==> config.mk <==
export PLATFORM = sky130hd
export DESIGN_NAME = usb_ep_handshake
export DESIGN_NICKNAME = d
export VERILOG_FILES = /design/src/rtl/usb_hs_pkg.sv /design/src/rtl/usb_hs_ctl.sv /design/src/rtl/usb_hs_single.sv /design/src/rtl/usb_hs_dbuf.sv /design/src/rtl/usb_ep_handshake.sv
export SDC_FILE = /design/constraint.sdc
export NUM_CORES = 1
export LEC_CHECK = 0
export ABC_AREA = 1
export BUFFER_PORTS_ARGS = -buffer_cell sky130_fd_sc_hd__buf_4
export CAP_MARGIN = 20
export CORE_MARGIN = 8
export CORE_UTILIZATION = 42
export CTS_CLUSTER_SIZE = 30
export DETAILED_ROUTE_END_ITERATION = 8
export PLACE_DENSITY = 0.84
export SYNTH_ARGS = -nofsm -noshare
export SYNTH_HDL_FRONTEND = slang
export SYNTH_SLANG_ARGS = --single-unit
==> constraint.sdc <==
create_clock -name clk -period 1.01 [get_ports clk]
set_input_delay 0.1515 -clock clk [delete_from_list [all_inputs] [get_ports clk]]
set_output_delay 0.1515 -clock clk [all_outputs]
set_load 0.01 [all_outputs]
==> src/rtl/usb_hs_pkg.sv <==
package usb_hs_pkg;

    localparam int TRIG_N      = 6;
    localparam int T_SETUP_DONE = 0;
    localparam int T_CIN_LOAD   = 1;
    localparam int T_COUT_DONE  = 2;
    localparam int T_SIN_LOAD   = 3;
    localparam int T_DIN_LOAD   = 4;
    localparam int T_DOUT_DONE  = 5;
    localparam int NUM_DB       = 2;

    typedef enum logic {
        CTL_HOLD,
        CTL_DATA
    } ctl_st_e;

    typedef enum logic {
        SI_EMPTY,
        SI_LOADED
    } sin_st_e;

    typedef enum logic [1:0] {
        DB_NONE,
        DB_ONE,
        DB_BOTH
    } db_st_e;

endpackage

==> src/rtl/usb_hs_ctl.sv <==
module usb_hs_ctl
    import usb_hs_pkg::*;
(
    input  logic clk,
    input  logic rst_n,
    input  logic setup_rx,
    input  logic trg_setup_done,
    input  logic trg_in_load,
    input  logic trg_out_done,
    input  logic out_rx,
    input  logic in_acked,
    output logic in_ack,
    output logic out_ack
);

    ctl_st_e st, st_n;
    logic    in_rdy, in_rdy_n;
    logic    out_busy, out_busy_n;

    // state register
    always_ff @(posedge clk or negedge rst_n) begin
        if (!rst_n) begin
            st       <= CTL_HOLD;
            in_rdy   <= 1'b0;
            out_busy <= 1'b1;
        end else begin
            st       <= st_n;
            in_rdy   <= in_rdy_n;
            out_busy <= out_busy_n;
        end
    end

    // next state and buffer flags
    always_comb begin
        unique case (st)
            CTL_HOLD: st_n = trg_setup_done ? CTL_DATA : CTL_HOLD;
            CTL_DATA: st_n = CTL_DATA;
        endcase

        if (trg_in_load)
            in_rdy_n = 1'b1;
        else if (in_acked && in_ack)
            in_rdy_n = 1'b0;
        else
            in_rdy_n = in_rdy;

        if (out_rx && out_ack)
            out_busy_n = 1'b1;
        else if (trg_out_done || (st == CTL_HOLD && trg_setup_done))
            out_busy_n = 1'b0;
        else
            out_busy_n = out_busy;

        // a new setup packet overrides everything
        if (setup_rx) begin
            st_n       = CTL_HOLD;
            in_rdy_n   = 1'b0;
            out_busy_n = 1'b1;
        end
    end

    // outputs
    always_comb begin
        unique case (st)
            CTL_HOLD: begin
                in_ack  = 1'b0;
                out_ack = 1'b0;
            end
            CTL_DATA: begin
                in_ack  = in_rdy;
                out_ack = !out_busy;
            end
        endcase
    end

endmodule

==> src/rtl/usb_hs_single.sv <==
module usb_hs_single
    import usb_hs_pkg::*;
(
    input  logic clk,
    input  logic rst_n,
    input  logic trg_load,
    input  logic acked,
    output logic ack
);

    sin_st_e st, st_n;

    always_ff @(posedge clk or negedge rst_n) begin
        if (!rst_n)
            st <= SI_EMPTY;
        else
            st <= st_n;
    end

    always_comb begin
        unique case (st)
            SI_EMPTY:  st_n = trg_load ? SI_LOADED : SI_EMPTY;
            SI_LOADED: st_n = (acked && !trg_load) ? SI_EMPTY : SI_LOADED;
        endcase
    end

    always_comb begin
        unique case (st)
            SI_EMPTY:  ack = 1'b0;
            SI_LOADED: ack = 1'b1;
        endcase
    end

endmodule

==> src/rtl/usb_hs_dbuf.sv <==
module usb_hs_dbuf
    import usb_hs_pkg::*;
(
    input  logic clk,
    input  logic rst_n,
    input  logic sw_trg,
    input  logic eng_done,
    output logic ack,
    output logic cpu_sel,
    output logic eng_sel
);

    db_st_e st, st_n;
    logic   take, give;
    logic   cpu_sel_n, eng_sel_n;

    // a handover is accepted only when a buffer is available for it
    assign take = sw_trg && (st != DB_BOTH);
    assign give = eng_done && (st != DB_NONE);

    always_ff @(posedge clk or negedge rst_n) begin
        if (!rst_n) begin
            st      <= DB_NONE;
            cpu_sel <= 1'b0;
            eng_sel <= 1'b0;
        end else begin
            st      <= st_n;
            cpu_sel <= cpu_sel_n;
            eng_sel <= eng_sel_n;
        end
    end

    always_comb begin
        unique case (st)
            DB_NONE: st_n = take ? DB_ONE : DB_NONE;
            DB_ONE: begin
                if (take && !give)
                    st_n = DB_BOTH;
                else if (give && !take)
                    st_n = DB_NONE;
                else
                    st_n = DB_ONE;
            end
            DB_BOTH: st_n = give ? DB_ONE : DB_BOTH;
            default: st_n = DB_NONE;
        endcase
        cpu_sel_n = cpu_sel ^ take;
        eng_sel_n = eng_sel ^ give;
    end

    always_comb begin
        unique case (st)
            DB_NONE: ack = 1'b0;
            DB_ONE:  ack = 1'b1;
            DB_BOTH: ack = 1'b1;
            default: ack = 1'b0;
        endcase
    end

endmodule

==> src/rtl/usb_ep_handshake.sv <==
module usb_ep_handshake
    import usb_hs_pkg::*;
#(
    parameter int CMD_W = 8
) (
    input  logic             clk,
    input  logic             rst_n,
    input  logic             cmd_we,
    input  logic [CMD_W-1:0] cmd_wdata,
    output logic [CMD_W-1:0] cmd_rdata,
    input  logic             ev_setup,
    input  logic             ev_ctl_out_rx,
    input  logic             ev_ctl_in_ack,
    input  logic             ev_sin_ack,
    input  logic             ev_din_ack,
    input  logic             ev_dout_rx,
    output logic             ctl_in_ack,
    output logic             ctl_out_ack,
    output logic             sin_ack,
    output logic             din_ack,
    output logic             din_cpu_sel,
    output logic             din_eng_sel,
    output logic             dout_ack,
    output logic             dout_cpu_sel,
    output logic             dout_eng_sel
);

    localparam int RSVD_W = CMD_W - TRIG_N;

    logic [TRIG_N-1:0] trig_vec;
    logic [RSVD_W-1:0] rsvd_bits;
    logic              rsvd_unused;

    // one-shot decode: nothing is held, reads return zero
    assign trig_vec    = cmd_we ? cmd_wdata[TRIG_N-1:0] : '0;
    assign rsvd_bits   = cmd_wdata[CMD_W-1:TRIG_N];
    assign rsvd_unused = ^rsvd_bits;
    assign cmd_rdata   = '0;

    usb_hs_ctl u_ctl (
        .clk            (clk),
        .rst_n          (rst_n),
        .setup_rx       (ev_setup),
        .trg_setup_done (trig_vec[T_SETUP_DONE]),
        .trg_in_load    (trig_vec[T_CIN_LOAD]),
        .trg_out_done   (trig_vec[T_COUT_DONE]),
        .out_rx         (ev_ctl_out_rx),
        .in_acked       (ev_ctl_in_ack),
        .in_ack         (ctl_in_ack),
        .out_ack        (ctl_out_ack)
    );

    usb_hs_single u_sin (
        .clk      (clk),
        .rst_n    (rst_n),
        .trg_load (trig_vec[T_SIN_LOAD]),
        .acked    (ev_sin_ack),
        .ack      (sin_ack)
    );

    // index 0: double-buffered IN, index 1: double-buffered OUT
    logic [NUM_DB-1:0] db_trg, db_done, db_ack, db_cpu, db_eng;

    assign db_trg  = {trig_vec[T_DOUT_DONE], trig_vec[T_DIN_LOAD]};
    assign db_done = {ev_dout_rx, ev_din_ack};

    for (genvar g = 0; g < NUM_DB; g++) begin : g_db
        usb_hs_dbuf u_db (
            .clk      (clk),
            .rst_n    (rst_n),
            .sw_trg   (db_trg[g]),
            .eng_done (db_done[g]),
            .ack      (db_ack[g]),
            .cpu_sel  (db_cpu[g]),
            .eng_sel  (db_eng[g])
        );
    end

    assign din_ack      = db_ack[0];
    assign din_cpu_sel  = db_cpu[0];
    assign din_eng_sel  = db_eng[0];
    assign dout_ack     = db_ack[1];
    assign dout_cpu_sel = db_cpu[1];
    assign dout_eng_sel = db_eng[1];

endmodule

==> impl_summary.txt <==
----------------------------------------------------
[Run status]
  Outcome ... finished with violations
  Violations in the final reports ... setup timing

[Power]
  Power per unit of standard cell area ... 2480 nW/µm²
  Total design power ... 0.00322 W
  Worst-case vdd ir drop ... 0.00126 V
  Cell Int Power ... 0.00193 W
  Net switching power figure ... 0.00129 W
  Pleak ... 0.607 nW
  Clock power share ... 9.6%
  Comb power frac ... 64.7%
  Net switching fraction of the power ... 40.0%
  Sequential group share of total power ... 25.7%

[Synth]
  Mean post-synth cell area ... 8.75 µm²
  Proportion of synthesized chip area in sequential cells ... 36.3%
  Top post-synthesis cells by area ... dfrtp_1, ha_1, nand2_1
  Number of library cell types mapped by synthesis ... 22
  Area leader, netlist ... dfrtp_1
  Number of synthesis warnings ... 0
  Flip-flop and latch count after synthesis ... 12
  Post-synthesis cell area ... 831 µm²
  Number of standard cells after synthesis ... 95
  Top cell type's share of synthesized area ... 33.1%

[Placement]
  Routability cong. ... 0.796
  IO buf count ... 23
  Placement Cell Area ... 1070 µm²
  DPL Wire Length ... 1470 µm

[Clock network]
  Clock-pin slew on the worst setup and hold paths ... 70 ps
  TritonCTS clock tree ... built
  # clock sinks ... 12
  Number of buffers added by the clock tree synthesis step ... 3
  Worst skew pair latency ... 270 ps
  H-Tree Level Count ... 1
  Maximum clock insertion buffer count ... 2
  Root buffer cell ... clkbuf_4

[Worst setup path]
  Chain of cells forming the critical path ... inv_2, ha_4, buf_6
  Worst endpoint data arrival time ... 1110 ps
  Kind of start point of the critical path ... flop
  Delay contributed by the slowest stage of the critical path ... 440 ps
  Max stage delay cell, worst path ... dfrtp_2
  Worst-path maximum fanout ... 3
  Worst setup path class ... reg2out
  Required time at the endpoint of the critical path ... 860 ps
  Endpoint type of the worst setup path ... output port

[Timing]
  Maximum clock frequency ... 0.790 GHz
  Setup repair after global routing missed its margin ... yes
  Total negative setup slack ... -1410 ps
  Post-route setup slack ... -256 ps
  Hold Vio Cnt, Final ... 0
  Worst clock skew on the final layout ... 1.22 ps
  Max Slew Vio Count ... 0
  Period Utilization, post-route ... 125%
  Min cycle time layout ... 1270 ps
  Number of failing setup endpoints in the final timing report ... 10

[Global route]
  Global-route wire length before repair ... 3040 µm
  Overall Global Routing Usage ... 11.1%
  Grt total ovfl ... 0
  Number of global-route vias before repair ... 737
  Largest net degree at the start of global routing ... 13
  Number of antenna violations at the first check in global routing ... 0

[Finish]
  Proportion of layout cells with a drive suffix above 1 ... 59.2%
  Cell area after layout ... 1300 µm²
  Number of antenna diodes ... 0
  P&R area growth vs syn ... 56.2%
  Most frequent standard cell in the layout excluding fill and tap cells ... buf_4
  Final-stage net count ... 157
  FILL cells ... 141
  Commonest non-fill, non-tap cells in the layout ... buf_4, nand2_1, inv_2, conb_1, dfrtp_1

[Drt]
  DR iter-0 viols ... 19
  Average wire per standard cell ... 13.6 µm
  Wirelength, routed ... 2130 µm
  Via count ... 712
  Pre-Repair DR Iteration Count ... 4
  Post-route ant nets ... 0
  Number of DRC violations after detailed routing ... 0
  Detailed-route vias per instance ... 4.54

[Floorplanning]
  Core area ... 1920 µm²
  Die outline height ... 60.5 µm
  Initial cell density of the core ... 43.2%
  Number of top-level design ports ... 34
  Die Area ... 3660 µm²
  Core Rows ... 16
  Die Span X ... 60.5 µm

[Run]
  Count of maximum capacitance violations ... 0

[Worst hold path]
  Hold crit path type ... in2reg

----------------------------------------------------
-- worst max-delay path: cells and delay by family, from the launching register on --
kind	cells	cell delay [ps]
flops	1	440
buf+inv	2	200
fa+ha+maj	1	200
-- routing by layer --
layer  part of all wire (%)  global-route usage, %
met1                     34                   9.24
met2                     58                   23.0
met3                    7.2                   2.75
met5                      0                      0
met4                   0.80                   5.98
-- kinds of logic (layout without fill, tap and decap cells) --
| kind of cell | after synthesis | in the layout | synth area share (%) |
|---|---|---|---|
| compound gates | 8 | 8 | 6.33 |
| xor+xnor | 4 | 4 | 4.22 |
| fa+ha+maj | 9 | 9 | 13.6 |
| buf+inv | 25 | 53 | 15.8 |
| flops | 12 | 12 | 36.3 |
| other cells | 1 | 8 | 0.451 |
| simple gates | 36 | 36 | 23.3 |
-- path summary, 6_finish.rpt --
kind                                                startpoint                        endpoint  slack (ps)  cells past startpoint
worst max-delay path              g_db[0].u_db.st[1]$_DFF_PN0_                         din_ack        -260                      3
worst min-delay path                                  ev_setup        u_ctl.in_rdy$_DFFE_PN0P_          40                      2
worst max register to register    g_db[1].u_db.st[0]$_DFF_PN0_    g_db[1].u_db.st[0]$_DFF_PN0_        -190                      8
worst min register to register  g_db[1].u_db.eng_sel$_DFF_PN0_  g_db[1].u_db.eng_sel$_DFF_PN0_         480                      1
max in group asynchronous                                rst_n      u_ctl.out_busy$_DFFE_PN1P_         540                      2
min in group asynchronous                                rst_n  g_db[0].u_db.eng_sel$_DFF_PN0_         250                      2
-- stage by stage --
stage | util [%] | hold slack, ps | instances | setup WS [ps]
after floorplan | - | -144 | 102 | -40.0
after global placement | 55.7 | -8.81 | 144 | -96.6
final | 67.5 | 42.2 | 157 | -256
after CTS | 63.4 | 38.4 | 153 | -281
after detailed placement | 55.7 | -2.65 | 144 | -160
after global routing | 67.5 | 49.1 | 157 | -293
-- synthesized netlist by cell type, drive strengths merged --
library cell	count
a211oi	1
a21oi	5
buf	9
conb	1
dfrtp	11
dfstp	1
ha	9
inv	16
nand2	21
nand3	6
nand3b	1
nand4	2
nor2	6
o211ai	1
o21ai	1
xnor2	4
-- area by class of cell --
type | count | area [µm²] | area share (%)
timing repair buffer | 33 | 277 | 21.3
sequential | 12 | 305 | 23.5
tap | 27 | 33.8 | 2.60
multi-input combinational | 65 | 591 | 45.5
clock buffer | 4 | 26.3 | 2.03
inverter | 16 | 65.1 | 5.01
-- power by group through the flow --
stage | sequential, W | combinational [W] | clock [W]
final | 0.000827 | 0.00208 | 0.000308
after global routing | 0.000851 | 0.00225 | 0.000331
after CTS | 0.000818 | 0.00185 | 0.000307
after detailed placement | 0.000815 | 0.00148 | 0
after global placement | 0.000815 | 0.00140 | 0
after floorplan | 0.000839 | 0.00102 | 0
-- state kept, by name, indices dropped and copies added, names as in the netlist --
| name | flops |
|---|---|
| g_db.u_db.cpu_sel | 2 |
| g_db.u_db.eng_sel | 2 |
| g_db.u_db.st | 4 |
| u_ctl.in_rdy | 1 |
| u_ctl.out_busy | 1 |
| u_ctl.st | 1 |
| u_sin.st | 1 |
-- timing repair --
item                                   CTS  global route
endpoints found under the hold margin   12             0
hold buffers                             1             0
setup endpoints to repair               12            13
resized for setup                       20            12
buffers inserted                         4             6
pin swaps                               14            13
No activity file was read; power rests on OpenSTA's default activity.
